$ cat src/rtl/pep_pkg.sv
package pep_pkg;
  localparam int DATA_W = 16;
  localparam int ADDR_W = 3;

  localparam logic [ADDR_W-1:0] ADDR_TX_DATA = 3'd0;
  localparam logic [ADDR_W-1:0] ADDR_TX_CTRL = 3'd1;
  localparam logic [ADDR_W-1:0] ADDR_RX_DATA = 3'd2;
  localparam logic [ADDR_W-1:0] ADDR_STATUS  = 3'd3;
  localparam logic [ADDR_W-1:0] ADDR_DEV     = 3'd4;
  localparam logic [ADDR_W-1:0] ADDR_TGT     = 3'd5;
  localparam logic [ADDR_W-1:0] ADDR_IRQ     = 3'd6;

  // status bit positions
  localparam int ST_BUILD    = 0;
  localparam int ST_SENDING  = 1;
  localparam int ST_TX_FULL  = 2;
  localparam int ST_TX_ERR   = 3;
  localparam int ST_LEN_ERR  = 8;
  localparam int ST_FRM_ERR  = 9;
  localparam int ST_FCS_ERR  = 10;
  localparam int ST_DROP     = 11;
  localparam int ST_LAST     = 12;
  localparam int ST_FIRST    = 13;
  localparam int ST_AVAIL    = 15;

  // control bit positions
  localparam int CTRL_RX_EN  = 12;
  localparam int CTRL_LAUNCH = 15;

  // interrupt register bit positions
  localparam int IRQ_TX_FREE  = 5;
  localparam int IRQ_TX_DONE  = 6;
  localparam int IRQ_RX_PKT   = 7;
  localparam int IRQ_RX_AVAIL = 8;
  localparam int IRQ_MASK_LSB = 12;

  // header layout
  localparam int HDR_WORDS    = 4;
  localparam int HDR_BC_WORD  = 2;
  localparam int HDR_LEN_WORD = 3;

  typedef struct packed {
    logic              txPush;
    logic              txLaunch;
    logic              rxPop;
    logic              rxEnable;
    logic [DATA_W-1:0] wrData;
  } pep_strobe_t;

  typedef struct packed {
    logic              txBusy;
    logic              txFull;
    logic              txEmpty;
    logic              txDoneEv;
    logic              rxAvail;
    logic              rxFirst;
    logic              rxLast;
    logic [DATA_W-1:0] rxHead;
    logic              rxPktEv;
    logic              rxDropEv;
    logic              rxLenErrEv;
    logic              rxFrameErrEv;
    logic              rxFcsErrEv;
  } pep_event_t;
endpackage

$ cat src/rtl/pep_fifo.sv
// Word FIFO with a speculative write pointer. Words become visible to the
// reader only on commit; rewind discards uncommitted words. DEPTH must be a
// power of two.
module pep_fifo #(
  parameter int WIDTH = 16,
  parameter int DEPTH = 16
) (
  input  logic                     clk,
  input  logic                     rstN,
  input  logic                     push,
  input  logic [WIDTH-1:0]         pushData,
  input  logic                     commit,
  input  logic                     rewind,
  input  logic                     pop,
  output logic [WIDTH-1:0]         headData,
  output logic                     specFull,
  output logic [$clog2(DEPTH):0]   count
);
  localparam int AW = $clog2(DEPTH);

  logic [WIDTH-1:0] mem [DEPTH];
  logic [AW:0] wrPtr, commitPtr, rdPtr, basePtr, nextPtr;
  logic doPop;

  assign basePtr  = rewind ? commitPtr : wrPtr;
  assign nextPtr  = basePtr + {{AW{1'b0}}, push};
  assign count    = commitPtr - rdPtr;
  assign doPop    = pop && (commitPtr != rdPtr);
  assign specFull = (wrPtr - rdPtr) == (AW+1)'(DEPTH);
  assign headData = mem[rdPtr[AW-1:0]];

  always_ff @(posedge clk) begin
    if (push) mem[basePtr[AW-1:0]] <= pushData;
  end

  always_ff @(posedge clk or negedge rstN) begin
    if (!rstN) begin
      wrPtr     <= '0;
      commitPtr <= '0;
      rdPtr     <= '0;
    end else begin
      wrPtr <= nextPtr;
      if (commit) commitPtr <= nextPtr;
      if (doPop)  rdPtr     <= rdPtr + {{AW{1'b0}}, 1'b1};
    end
  end
endmodule

$ cat src/rtl/pep_datapath.sv
module pep_datapath
  import pep_pkg::*;
#(
  parameter int TX_DEPTH = 16,
  parameter int RX_DEPTH = 16
) (
  input  logic              clk,
  input  logic              rstN,
  input  pep_strobe_t       stb,
  output pep_event_t        evt,
  output logic              txValid,
  input  logic              txReady,
  output logic [DATA_W-1:0] txData,
  output logic              txSop,
  output logic              txEop,
  input  logic              rxValid,
  input  logic [DATA_W-1:0] rxData,
  input  logic              rxSop,
  input  logic              rxEop,
  input  logic              rxFcsErr
);
  localparam int TXCW = $clog2(TX_DEPTH) + 1;
  localparam int RXCW = $clog2(RX_DEPTH) + 1;
  localparam int RXW  = DATA_W + 2;   // {first, last, data}
  localparam int CNTW = DATA_W + 1;

  // ---------------- transmit ----------------
  logic [DATA_W-1:0] txHead;
  logic              txFull, txBusy, txFire, txLastFire, txStart;
  logic [TXCW-1:0]   txCount, txIdx, txLeft;
  logic [7:0]        blockCtr;

  pep_fifo #(.WIDTH(DATA_W), .DEPTH(TX_DEPTH)) u_txFifo (
    .clk(clk), .rstN(rstN), .push(stb.txPush), .pushData(stb.wrData),
    .commit(1'b1), .rewind(1'b0), .pop(txFire),
    .headData(txHead), .specFull(txFull), .count(txCount)
  );

  assign txStart    = stb.txLaunch && !txBusy && (txCount != '0);
  assign txFire     = txBusy && txReady;
  assign txLastFire = txFire && (txLeft == TXCW'(1));

  assign txValid = txBusy;
  assign txSop   = txBusy && (txIdx == '0);
  assign txEop   = txBusy && (txLeft == TXCW'(1));
  assign txData  = (txIdx == TXCW'(HDR_BC_WORD)) ? {blockCtr, txHead[7:0]} : txHead;

  always_ff @(posedge clk or negedge rstN) begin
    if (!rstN) begin
      txBusy   <= 1'b0;
      txIdx    <= '0;
      txLeft   <= '0;
      blockCtr <= '0;
    end else if (txStart) begin
      txBusy <= 1'b1;
      txIdx  <= '0;
      txLeft <= txCount;
    end else if (txFire) begin
      txIdx  <= txIdx + TXCW'(1);
      txLeft <= txLeft - TXCW'(1);
      if (txLastFire) begin
        txBusy   <= 1'b0;
        blockCtr <= blockCtr + 8'd1;
      end
    end
  end

  // ---------------- receive ----------------
  logic [RXW-1:0]    rxHeadW;
  logic              rxSpecFull;
  logic [RXCW-1:0]   rxCount;
  logic              inPkt, dropping, haveBc;
  logic [DATA_W-1:0] wordCnt, hdrLen, idx, lenNow;
  logic [7:0]        hdrBc, prevBc, bcNow;
  logic              startNow, active, baseDrop, overflow, rxPush;
  logic              abandon, eopNow, rxCommit, rxRewind, hasBc;
  logic [CNTW-1:0]   total, expWords;

  assign startNow = rxValid && rxSop;
  assign active   = rxValid && (rxSop || inPkt);
  assign idx      = startNow ? '0 : wordCnt;
  assign baseDrop = startNow ? !stb.rxEnable : dropping;
  assign overflow = active && !baseDrop && rxSpecFull;
  assign rxPush   = active && !baseDrop && !rxSpecFull;
  assign abandon  = startNow && inPkt && !dropping;
  assign eopNow   = active && rxEop;
  assign rxCommit = eopNow && rxPush;
  assign rxRewind = abandon || overflow;

  assign total    = {1'b0, idx} + CNTW'(1);
  assign lenNow   = (idx == DATA_W'(HDR_LEN_WORD)) ? rxData : hdrLen;
  assign expWords = CNTW'(HDR_WORDS) + (({1'b0, lenNow} + CNTW'(1)) >> 1);
  assign bcNow    = (idx == DATA_W'(HDR_BC_WORD)) ? rxData[15:8] : hdrBc;
  assign hasBc    = total > CNTW'(HDR_BC_WORD);

  pep_fifo #(.WIDTH(RXW), .DEPTH(RX_DEPTH)) u_rxFifo (
    .clk(clk), .rstN(rstN), .push(rxPush), .pushData({rxSop, rxEop, rxData}),
    .commit(rxCommit), .rewind(rxRewind), .pop(stb.rxPop),
    .headData(rxHeadW), .specFull(rxSpecFull), .count(rxCount)
  );

  always_ff @(posedge clk or negedge rstN) begin
    if (!rstN) begin
      inPkt    <= 1'b0;
      dropping <= 1'b0;
      wordCnt  <= '0;
      hdrLen   <= '0;
      hdrBc    <= '0;
      prevBc   <= '0;
      haveBc   <= 1'b0;
    end else begin
      if (active) begin
        inPkt    <= !rxEop;
        dropping <= (baseDrop || overflow) && !rxEop;
        wordCnt  <= idx + DATA_W'(1);
        if (idx == DATA_W'(HDR_LEN_WORD)) hdrLen <= rxData;
        if (idx == DATA_W'(HDR_BC_WORD))  hdrBc  <= rxData[15:8];
      end
      if (rxCommit && hasBc) begin
        prevBc <= bcNow;
        haveBc <= 1'b1;
      end
    end
  end

  always_comb begin
    evt              = '0;
    evt.txBusy       = txBusy;
    evt.txFull       = txFull;
    evt.txEmpty      = (txCount == '0);
    evt.txDoneEv     = txLastFire;
    evt.rxAvail      = (rxCount != '0);
    evt.rxFirst      = evt.rxAvail && rxHeadW[RXW-1];
    evt.rxLast       = evt.rxAvail && rxHeadW[RXW-2];
    evt.rxHead       = rxHeadW[DATA_W-1:0];
    evt.rxPktEv      = rxCommit;
    evt.rxDropEv     = abandon || (eopNow && !rxPush);
    evt.rxLenErrEv   = rxCommit && ((total < CNTW'(HDR_WORDS)) || (total != expWords));
    evt.rxFrameErrEv = rxCommit && hasBc && haveBc && (bcNow <= prevBc);
    evt.rxFcsErrEv   = rxCommit && rxFcsErr;
  end
endmodule

$ cat src/rtl/pep_ctrl.sv
module pep_ctrl
  import pep_pkg::*;
(
  input  logic              clk,
  input  logic              rstN,
  input  logic              regWrEn,
  input  logic              regRdEn,
  input  logic [ADDR_W-1:0] regAddr,
  input  logic [DATA_W-1:0] regWrData,
  output logic [DATA_W-1:0] regRdData,
  output logic              irq,
  output pep_strobe_t       stb,
  input  pep_event_t        evt,
  output logic [4:0]        errFlags
);
  logic rxEnable, errTx, errLen, errFrame, errFcs, errDrop, txDoneFlag, rxPktFlag;
  logic [DATA_W-1:0] devAddr, tgtAddr, clrSt, clrIrq, statusWord, irqWord, ctrlWord;
  logic [3:0] irqMask, irqPend;
  logic wrTx, wrCtrl, wrStatus, wrIrq, txBlocked;

  assign wrTx      = regWrEn && (regAddr == ADDR_TX_DATA);
  assign wrCtrl    = regWrEn && (regAddr == ADDR_TX_CTRL);
  assign wrStatus  = regWrEn && (regAddr == ADDR_STATUS);
  assign wrIrq     = regWrEn && (regAddr == ADDR_IRQ);
  assign txBlocked = evt.txBusy || evt.txFull;
  assign clrSt     = wrStatus ? regWrData : '0;
  assign clrIrq    = wrIrq ? regWrData : '0;

  always_comb begin
    stb          = '0;
    stb.txPush   = wrTx && !txBlocked;
    stb.txLaunch = wrCtrl && regWrData[CTRL_LAUNCH];
    stb.rxPop    = regRdEn && (regAddr == ADDR_RX_DATA) && evt.rxAvail;
    stb.rxEnable = rxEnable;
    stb.wrData   = regWrData;
  end

  always_ff @(posedge clk or negedge rstN) begin
    if (!rstN) begin
      rxEnable   <= 1'b0;
      devAddr    <= '0;
      tgtAddr    <= '0;
      irqMask    <= '0;
      errTx      <= 1'b0;
      errLen     <= 1'b0;
      errFrame   <= 1'b0;
      errFcs     <= 1'b0;
      errDrop    <= 1'b0;
      txDoneFlag <= 1'b0;
      rxPktFlag  <= 1'b0;
    end else begin
      if (wrCtrl) rxEnable <= regWrData[CTRL_RX_EN];
      if (regWrEn && regAddr == ADDR_DEV) devAddr <= regWrData;
      if (regWrEn && regAddr == ADDR_TGT) tgtAddr <= regWrData;
      if (wrIrq) irqMask <= regWrData[IRQ_MASK_LSB +: 4];
      // sticky flags: a new event wins over a clear in the same cycle
      errTx      <= (errTx      && !clrSt[ST_TX_ERR])   || (wrTx && txBlocked);
      errLen     <= (errLen     && !clrSt[ST_LEN_ERR])  || evt.rxLenErrEv;
      errFrame   <= (errFrame   && !clrSt[ST_FRM_ERR])  || evt.rxFrameErrEv;
      errFcs     <= (errFcs     && !clrSt[ST_FCS_ERR])  || evt.rxFcsErrEv;
      errDrop    <= (errDrop    && !clrSt[ST_DROP])     || evt.rxDropEv;
      txDoneFlag <= (txDoneFlag && !clrIrq[IRQ_TX_DONE]) || evt.txDoneEv;
      rxPktFlag  <= (rxPktFlag  && !clrIrq[IRQ_RX_PKT])  || evt.rxPktEv;
    end
  end

  assign errFlags = {errDrop, errFcs, errFrame, errLen, errTx};
  assign irqPend  = {evt.rxAvail, rxPktFlag, txDoneFlag, evt.txEmpty && !evt.txBusy};
  assign irq      = |(irqPend & irqMask);

  always_comb begin
    statusWord              = '0;
    statusWord[ST_BUILD]    = !evt.txEmpty && !evt.txBusy;
    statusWord[ST_SENDING]  = evt.txBusy;
    statusWord[ST_TX_FULL]  = evt.txFull;
    statusWord[ST_TX_ERR]   = errTx;
    statusWord[ST_LEN_ERR]  = errLen;
    statusWord[ST_FRM_ERR]  = errFrame;
    statusWord[ST_FCS_ERR]  = errFcs;
    statusWord[ST_DROP]     = errDrop;
    statusWord[ST_LAST]     = evt.rxLast;
    statusWord[ST_FIRST]    = evt.rxFirst;
    statusWord[ST_AVAIL]    = evt.rxAvail;

    irqWord                 = '0;
    irqWord[IRQ_TX_FREE +: 4]  = irqPend;
    irqWord[IRQ_MASK_LSB +: 4] = irqMask;

    ctrlWord                = '0;
    ctrlWord[CTRL_RX_EN]    = rxEnable;
  end

  always_comb begin
    case (regAddr)
      ADDR_TX_CTRL: regRdData = ctrlWord;
      ADDR_RX_DATA: regRdData = evt.rxAvail ? evt.rxHead : '0;
      ADDR_STATUS:  regRdData = statusWord;
      ADDR_DEV:     regRdData = devAddr;
      ADDR_TGT:     regRdData = tgtAddr;
      ADDR_IRQ:     regRdData = irqWord;
      default:      regRdData = '0;
    endcase
  end
endmodule

$ cat src/rtl/pep_endpoint.sv
module pep_endpoint
  import pep_pkg::*;
#(
  parameter int TX_DEPTH = 16,
  parameter int RX_DEPTH = 16
) (
  input  logic              clk,
  input  logic              rstN,
  input  logic              regWrEn,
  input  logic              regRdEn,
  input  logic [ADDR_W-1:0] regAddr,
  input  logic [DATA_W-1:0] regWrData,
  output logic [DATA_W-1:0] regRdData,
  output logic              irq,
  output logic              txValid,
  input  logic              txReady,
  output logic [DATA_W-1:0] txData,
  output logic              txSop,
  output logic              txEop,
  input  logic              rxValid,
  input  logic [DATA_W-1:0] rxData,
  input  logic              rxSop,
  input  logic              rxEop,
  input  logic              rxFcsErr
);
  pep_strobe_t stb;
  pep_event_t  evt;
  logic [4:0]  errFlags;

  pep_ctrl u_ctrl (
    .clk(clk), .rstN(rstN), .regWrEn(regWrEn), .regRdEn(regRdEn),
    .regAddr(regAddr), .regWrData(regWrData), .regRdData(regRdData),
    .irq(irq), .stb(stb), .evt(evt), .errFlags(errFlags)
  );

  pep_datapath #(.TX_DEPTH(TX_DEPTH), .RX_DEPTH(RX_DEPTH)) u_datapath (
    .clk(clk), .rstN(rstN), .stb(stb), .evt(evt),
    .txValid(txValid), .txReady(txReady), .txData(txData), .txSop(txSop), .txEop(txEop),
    .rxValid(rxValid), .rxData(rxData), .rxSop(rxSop), .rxEop(rxEop), .rxFcsErr(rxFcsErr)
  );
endmodule

$ cat config.mk
export PLATFORM = sky130hd
export DESIGN_NAME = pep_endpoint
export DESIGN_NICKNAME = d
export VERILOG_FILES = /design/src/rtl/pep_pkg.sv /design/src/rtl/pep_fifo.sv /design/src/rtl/pep_datapath.sv /design/src/rtl/pep_ctrl.sv /design/src/rtl/pep_endpoint.sv
export SDC_FILE = /design/constraint.sdc
export NUM_CORES = 1
export LEC_CHECK = 0
export BUFFER_PORTS_ARGS = -buffer_cell sky130_fd_sc_hd__buf_2
export CAP_MARGIN = 20
export CORE_UTILIZATION = 45
export CTS_BUF_LIST = sky130_fd_sc_hd__clkbuf_16
export DETAILED_ROUTE_END_ITERATION = 16
export PLACE_DENSITY_LB_ADDON = 0.1
export RECOVER_POWER = 100
export SETUP_SLACK_MARGIN = 0.2
export SYNTH_ARGS = -nofsm -noshare
export SYNTH_HDL_FRONTEND = slang
export SYNTH_HIERARCHICAL = 1
export SYNTH_SLANG_ARGS = --single-unit
export TNS_END_PERCENT = 1
$ cat constraint.sdc
create_clock -name clk -period 5.2 [get_ports clk]
set_clock_uncertainty 0.1 [all_clocks]
set_input_delay 0.52 -clock clk [delete_from_list [all_inputs] [get_ports clk]]
set_output_delay 0.52 -clock clk [all_outputs]
set_load 0.005 [all_outputs]
# Yosys cells after proc, flatten, opt, wreduce, memory -nomap -nowiden
# Memories as Yosys holds them, arrays and structs flattened.
# Cells that the tools add are included.
word_totals:
  inputBits: 44
  mem_bits_rw: 544
  elab_cells: 169
  memories: 2
  register_bits: 139
classes:
  n_eq_ne: 15
  mux: 21
  add_sub_neg: 14
  n_reduce_logical: 85
  n_lt_le_gt_ge: 3
  bitwise_logic: 2
mem_list:
  columns: ["memory", "depth", "width", "read_ports", "rd_ports_with_merged_regs", "wr", "line_no", "text"]
  rows:
  - ["u_datapath.u_rxFifo.mem", 16, 18, 1, 0, 1, "pep_fifo.sv:21", "logic [WIDTH-1:0] mem [DEPTH];"]
  - ["u_datapath.u_txFifo.mem", 16, 16, 1, 0, 1, "pep_fifo.sv:21", null]
op_table:
  columns: ["operator", "count"]
  rows:
  - ["$pmux 16 s6", 1]
  - ["$mux 16", 4]
  - ["$logic_and 1x1->1", 46]
  - ["$add 16x1->17 const B", 2]
  - ["$eq 16x2->1 const B", 2]
  - ["$mux 5", 5]
  - ["$add 3x16->17 const A", 1]
  - ["$gt 17x2->1 const B", 1]
  - ["$lt 17x3->1 const B", 1]
  - ["$ne 17x17->1", 1]
  - ["$add 16x1->16 const B", 1]
  - ["$logic_not 1->1", 16]
  - ["$mux 8", 2]
  - ["$add 5x1->5 const B", 3]
  - ["$sub 5x5->5", 3]
  - ["$logic_or 1x1->1", 13]
  - ["$mux 12", 1]
  - ["$add 5x1->5", 2]
  - ["$eq 5x5->1 const B", 2]
  - ["$logic_not 5->1", 2]
  - ["$ne 5x5->1", 2]
  - ["$reduce_bool 5->1", 2]
  - ["$eq 3x3->1 const B", 3]
  - ["$add 8x1->8 const B", 1]
  - ["other kinds (14)", 23]

# Logic depth before layout (Yosys ltp)
logic_depth:
  ltp_word: 10
  mapped_depth: 22
  ltp_nobuf: 17

# By module
# Netlist, hierarchy kept.
modules_own_cells:
  columns: ["module", "seq_area_each_um2", "area_per_inst_um2", "n_inst", "cells_per_inst"]
  rows:
  - ["pep_fifo at u_datapath.u_rxFifo", 9023.7, 11931.4, 1, 580]
  - ["pep_fifo at u_datapath.u_txFifo", 8062.7, 11202.0, 1, 591]
  - ["pep_datapath", 1751.7, 5288.8, 1, 623]
  - ["pep_ctrl", 1101.1, 2502.4, 1, 222]

# Worst setup path after synthesis
# Ideal clock, no wire load.
synth_timing:
  kind: "input to register"
  start: "input port rxSop"
  end: "register u_ctrl.errLen"
  required_time_ns: 4.982
  path_buffers: 5
  path_slack_ns: 0.783
  arrival_ns: 4.199
  cell_stages: 20
  cell_sequence: "buf_2 -> nand2_1 -> clkbuf_1 -> clkbuf_1 -> nand2_1 -> inv_1 -> ha_1 -> a21bo_1 -> buf_2 -> buf_6 -> mux2i_1 -> ha_1 -> o221ai_1 -> mux2i_1 -> o211ai_1 -> xnor2_1 -> or4b_1 -> a22oi_1 -> a31oi_1 -> a21o_1"
synth_lines:
  columns: ["item", "line_no", "text"]
  rows:
  - ["start: declaration", "pep_endpoint.sv:22", "input logic rxSop,"]
  - ["end signal: assignment", "pep_ctrl.sv:58", "errLen <= (errLen && !clrSt[ST_LEN_ERR]) || evt.rxLenErrEv;"]
  - ["end: declaration", "pep_ctrl.sv:16", "logic rxEnable, errTx, errLen, errFrame, errFcs, errDrop, txDoneFlag, rxPktFlag;"]

# Final worst setup path
layout_timing:
  start: "register u_datapath.u_rxFifo.rdPtr[1]"
  end: "memory u_datapath/u_rxFifo/mem[3][11] (netlist name) (enable)"
layout_between:
  word_cells_on_any_way: 9
  classes_between: "1 x add/sub; 1 x eq/ne; 3 x mux; 4 x reduce/logical"
layout_lines:
  columns: ["item", "line_no", "text"]
  rows:
  - ["start: declaration", "pep_fifo.sv:22", "logic [AW:0] wrPtr, commitPtr, rdPtr, basePtr, nextPtr;"]
  - ["start signal: assignment", "pep_fifo.sv:44", "if (doPop) rdPtr <= rdPtr + {{AW{1'b0}}, 1'b1};"]
  - ["$sub 5x5->5", "pep_fifo.sv:29", "assign specFull = (wrPtr - rdPtr) == (AW+1)'(DEPTH);"]
  - ["$eq 5x5->1", "pep_fifo.sv:29", null]
  - ["named net u_datapath.rxSpecFull", "pep_datapath.sv:70", "logic rxSpecFull;"]
  - ["$logic_and 1x1->1", "pep_datapath.sv:83", "assign overflow = active && !baseDrop && rxSpecFull;"]
  - ["$logic_or 1x1->1", "pep_datapath.sv:88", "assign rxRewind = abandon || overflow;"]
  - ["named net u_datapath.rxRewind", "pep_datapath.sv:76", "logic abandon, eopNow, rxCommit, rxRewind, hasBc;"]
  - ["$mux 5", "pep_fifo.sv:25", "assign basePtr = rewind ? commitPtr : wrPtr;"]
  - ["end: declaration", "pep_fifo.sv:21", null]
# The timed path passes the listed nets, and every way through them passes these cells.

==> impl_results.md <==
- Residual DRC: 0
- Non-Filler Instances: 3,053
- Status: finished with violations
- Post-route setup TNS: 0 ns
- Io pins: 80
- Vias in the first global route: 18,200
- Maxcap violations: 5
- Slew HR: -43.1%
- Synthesized Nets: 2,097
- DP Area: 0.0322 sq mm
- CTS root buf: clkbuf_16
- Post-Synthesis Cell Area: 0.0309 sq mm
- Starting Density: 45.7%
- Largest net degree at the start of global routing: 100
- WL/cell: 25.1 um
- GRT Total Usage: 22.3%
- Critical path peak fanout: 18
- Chip height: 264 um
- Worst-path clk slew: 0.06 ns
- Drt first-iter violations: 1,387
- Final slew viol count: 315
- Final instance area: 0.0344 sq mm
- Clk buf depth: 3
- Final antenna-violating net count: 0
- Worst slew pin tran: 2.15 ns
- Post-Synthesis Cells: 2,011
- First-pass GRT wire length: 115 mm
- Vias per std cell: 5.82
- Minimum clock period: 5.04 ns
- Layout area overhead: 11.2%
- Port buffer count: 79
- Antenna violations before repair: 6
- Worst Setup End Kind: flip-flop
- Filler Cells Inserted: 5,765
- Pre-CTS WS: 0.616 ns
- Peak Freq: 199 MHz
- PwrDens: 508 mW/mm^2
- Setup Viol. Count Final: 0
- Power Total: 0.0175 W
- Die width: 264 um
- Final period utilization: 96.9%
- Synth warn: 6
- Hold Path Class: in2reg
- Core Region: 0.0675 sq mm
- CTS Sinks: 688
- Die ar.: 0.0697 sq mm
- Vias: 17,800
- Worst vdd ir: 0.348 mV
- Arrival @ worst endpoint: 5.23 ns
- Rows: 95
- Layout net count: 2,203
- RSZ-0062 raised after global routing: true
- LEAKAGE: 12.4 nW
- Mean Syn Cell Area: 15.4 sq um
- CTS tree: built
- Placer congestion estimate: 0.862
- Crit path kind: reg2reg
- GRT overflow: 0
- Worst skew pair latency: 0.62 ns
- WP data required: 5.39 ns
- Ratio of cells with drive above 1 in the final layout: 19.2%
- Final WS setup: 0.163 ns
- Post-Route WL: 76.8 mm
- Startpoint types: flip-flop
- Dpl cells: 2,912
- CTS H-tree lvls: 3
- Post-CTS setup buffers: 0
- DP HPWL: 48.5 mm
- Failing checks: capacitance limit, slew limit
- Final Hold Vio Count: 0
- DRT Pass-1 Iters: 7
- Total CTS buffers: 75
==> state kept, by name, summed over array words and instances (netlist names), 8 cells and up <==
| name | flops |
|---|---|
| u_datapath/hdrBc | 8 |
| u_datapath/u_txFifo/mem | 256 |
| u_ctrl/tgtAddr | 16 |
| u_datapath/blockCtr | 8 |
| u_datapath/wordCnt | 16 |
| u_datapath/hdrLen | 16 |
| u_datapath/u_rxFifo/mem | 288 |
| u_datapath/prevBc | 8 |
| u_ctrl/devAddr | 16 |
==> placed cells by master (no fill, tap or decap), types with 36 or more instances in the layout <==
cell type    n
mux4_2     104
edfxtp_1   544
nor2_1      69
xnor2_1     47
inv_1       72
ha_1        40
clkbuf_16   75
mux2_2      64
a21oi_1     36
clkbuf_1    74
a22oi_1     58
dfrtp_1    141
mux2i_1    106
nand2_1    190
o21ai_0     79
==> metrics by stage <==
step           hold slack, ns  utilization, %
3_3_place_gp            0.351            47.7
4_1_cts                 0.151            51.4
2_1_floorplan           0.124               -
5_1_grt                 0.175            50.9
6_report                0.173            50.9
3_5_place_dp            0.356            47.7
==> power breakdown <==
group / internal (W) / leakage [nW] / switching (W)
Sequential: 0.00642 / 6.69 / 0.000439
Combinational: 0.00234 / 4.46 / 0.00311
Clock: 0.00296 / 1.27 / 0.00220
Total: 0.0117 / 12.4 / 0.00575
==> final cells by class <==
| cell class | count | area [sq um] | area share [%] |
|---|---|---|---|
| flip-flops and latches | 688 | 19900 | 58.1 |
| multi-input cells | 1159 | 10000 | 29.1 |
| clock buffers | 75 | 1880 | 5.46 |
| well taps | 873 | 1090 | 3.18 |
| repair buffers | 146 | 708 | 2.06 |
| clock inverters | 64 | 547 | 1.59 |
| inverters | 47 | 176 | 0.514 |
| diodes | 1 | 2.50 | 0.00728 |
==> path summary, 6_finish.rpt <==
kind	from	end	slack, ns	cells after the start
max	u_datapath/u_rxFifo/rdPtr[1]	u_datapath/u_rxFifo/mem[3][11]	0.16	13
min	rxValid	u_datapath/inPkt	0.17	2
max reg2reg	u_datapath/u_rxFifo/rdPtr[1]	u_datapath/u_rxFifo/mem[3][11]	0.16	13
min reg2reg	u_datapath/blockCtr[7]	u_datapath/blockCtr[7]	0.37	1
max in group asynchronous	rstN	u_datapath/u_rxFifo/rdPtr[0]	1.17	3
min in group asynchronous	rstN	u_datapath/wordCnt[0]	0.95	2
==> metal layers <==
metal / vias up / track usage [%] / wire [um]
li1: 7964 / - / -
met1: 9232 / 29.3 / 32700
met2: 443 / 37.4 / 37700
met3: 124 / 3.84 / 3730
met4: 10 / 7.89 / 2600
met5: - / 0 / 71
==> worst max-delay path, stage by stage (launching register included) <==
cell and delay [ns]:
dfrtp_2 0.52, inv_1 0.18, ha_1 0.17, nor2b_1 0.05, nor3_1 0.21, a41oi_1 0.08
and4b_1 0.53, o21ai_0 0.14, a21boi_0 0.97, clkbuf_1 0.65, nor3_1 0.13, o21ai_0 0.60
nor2_2 0.04, clkbuf_4 0.33
==> timing repair <==
action / CTS / global route
gates resized for setup: 1 / 4
endpoints found under the hold margin: 77 / 0
setup endpoints to repair: 4 / 8
hold buffers: 1 / 0
Power figures use the tool's default switching activity.
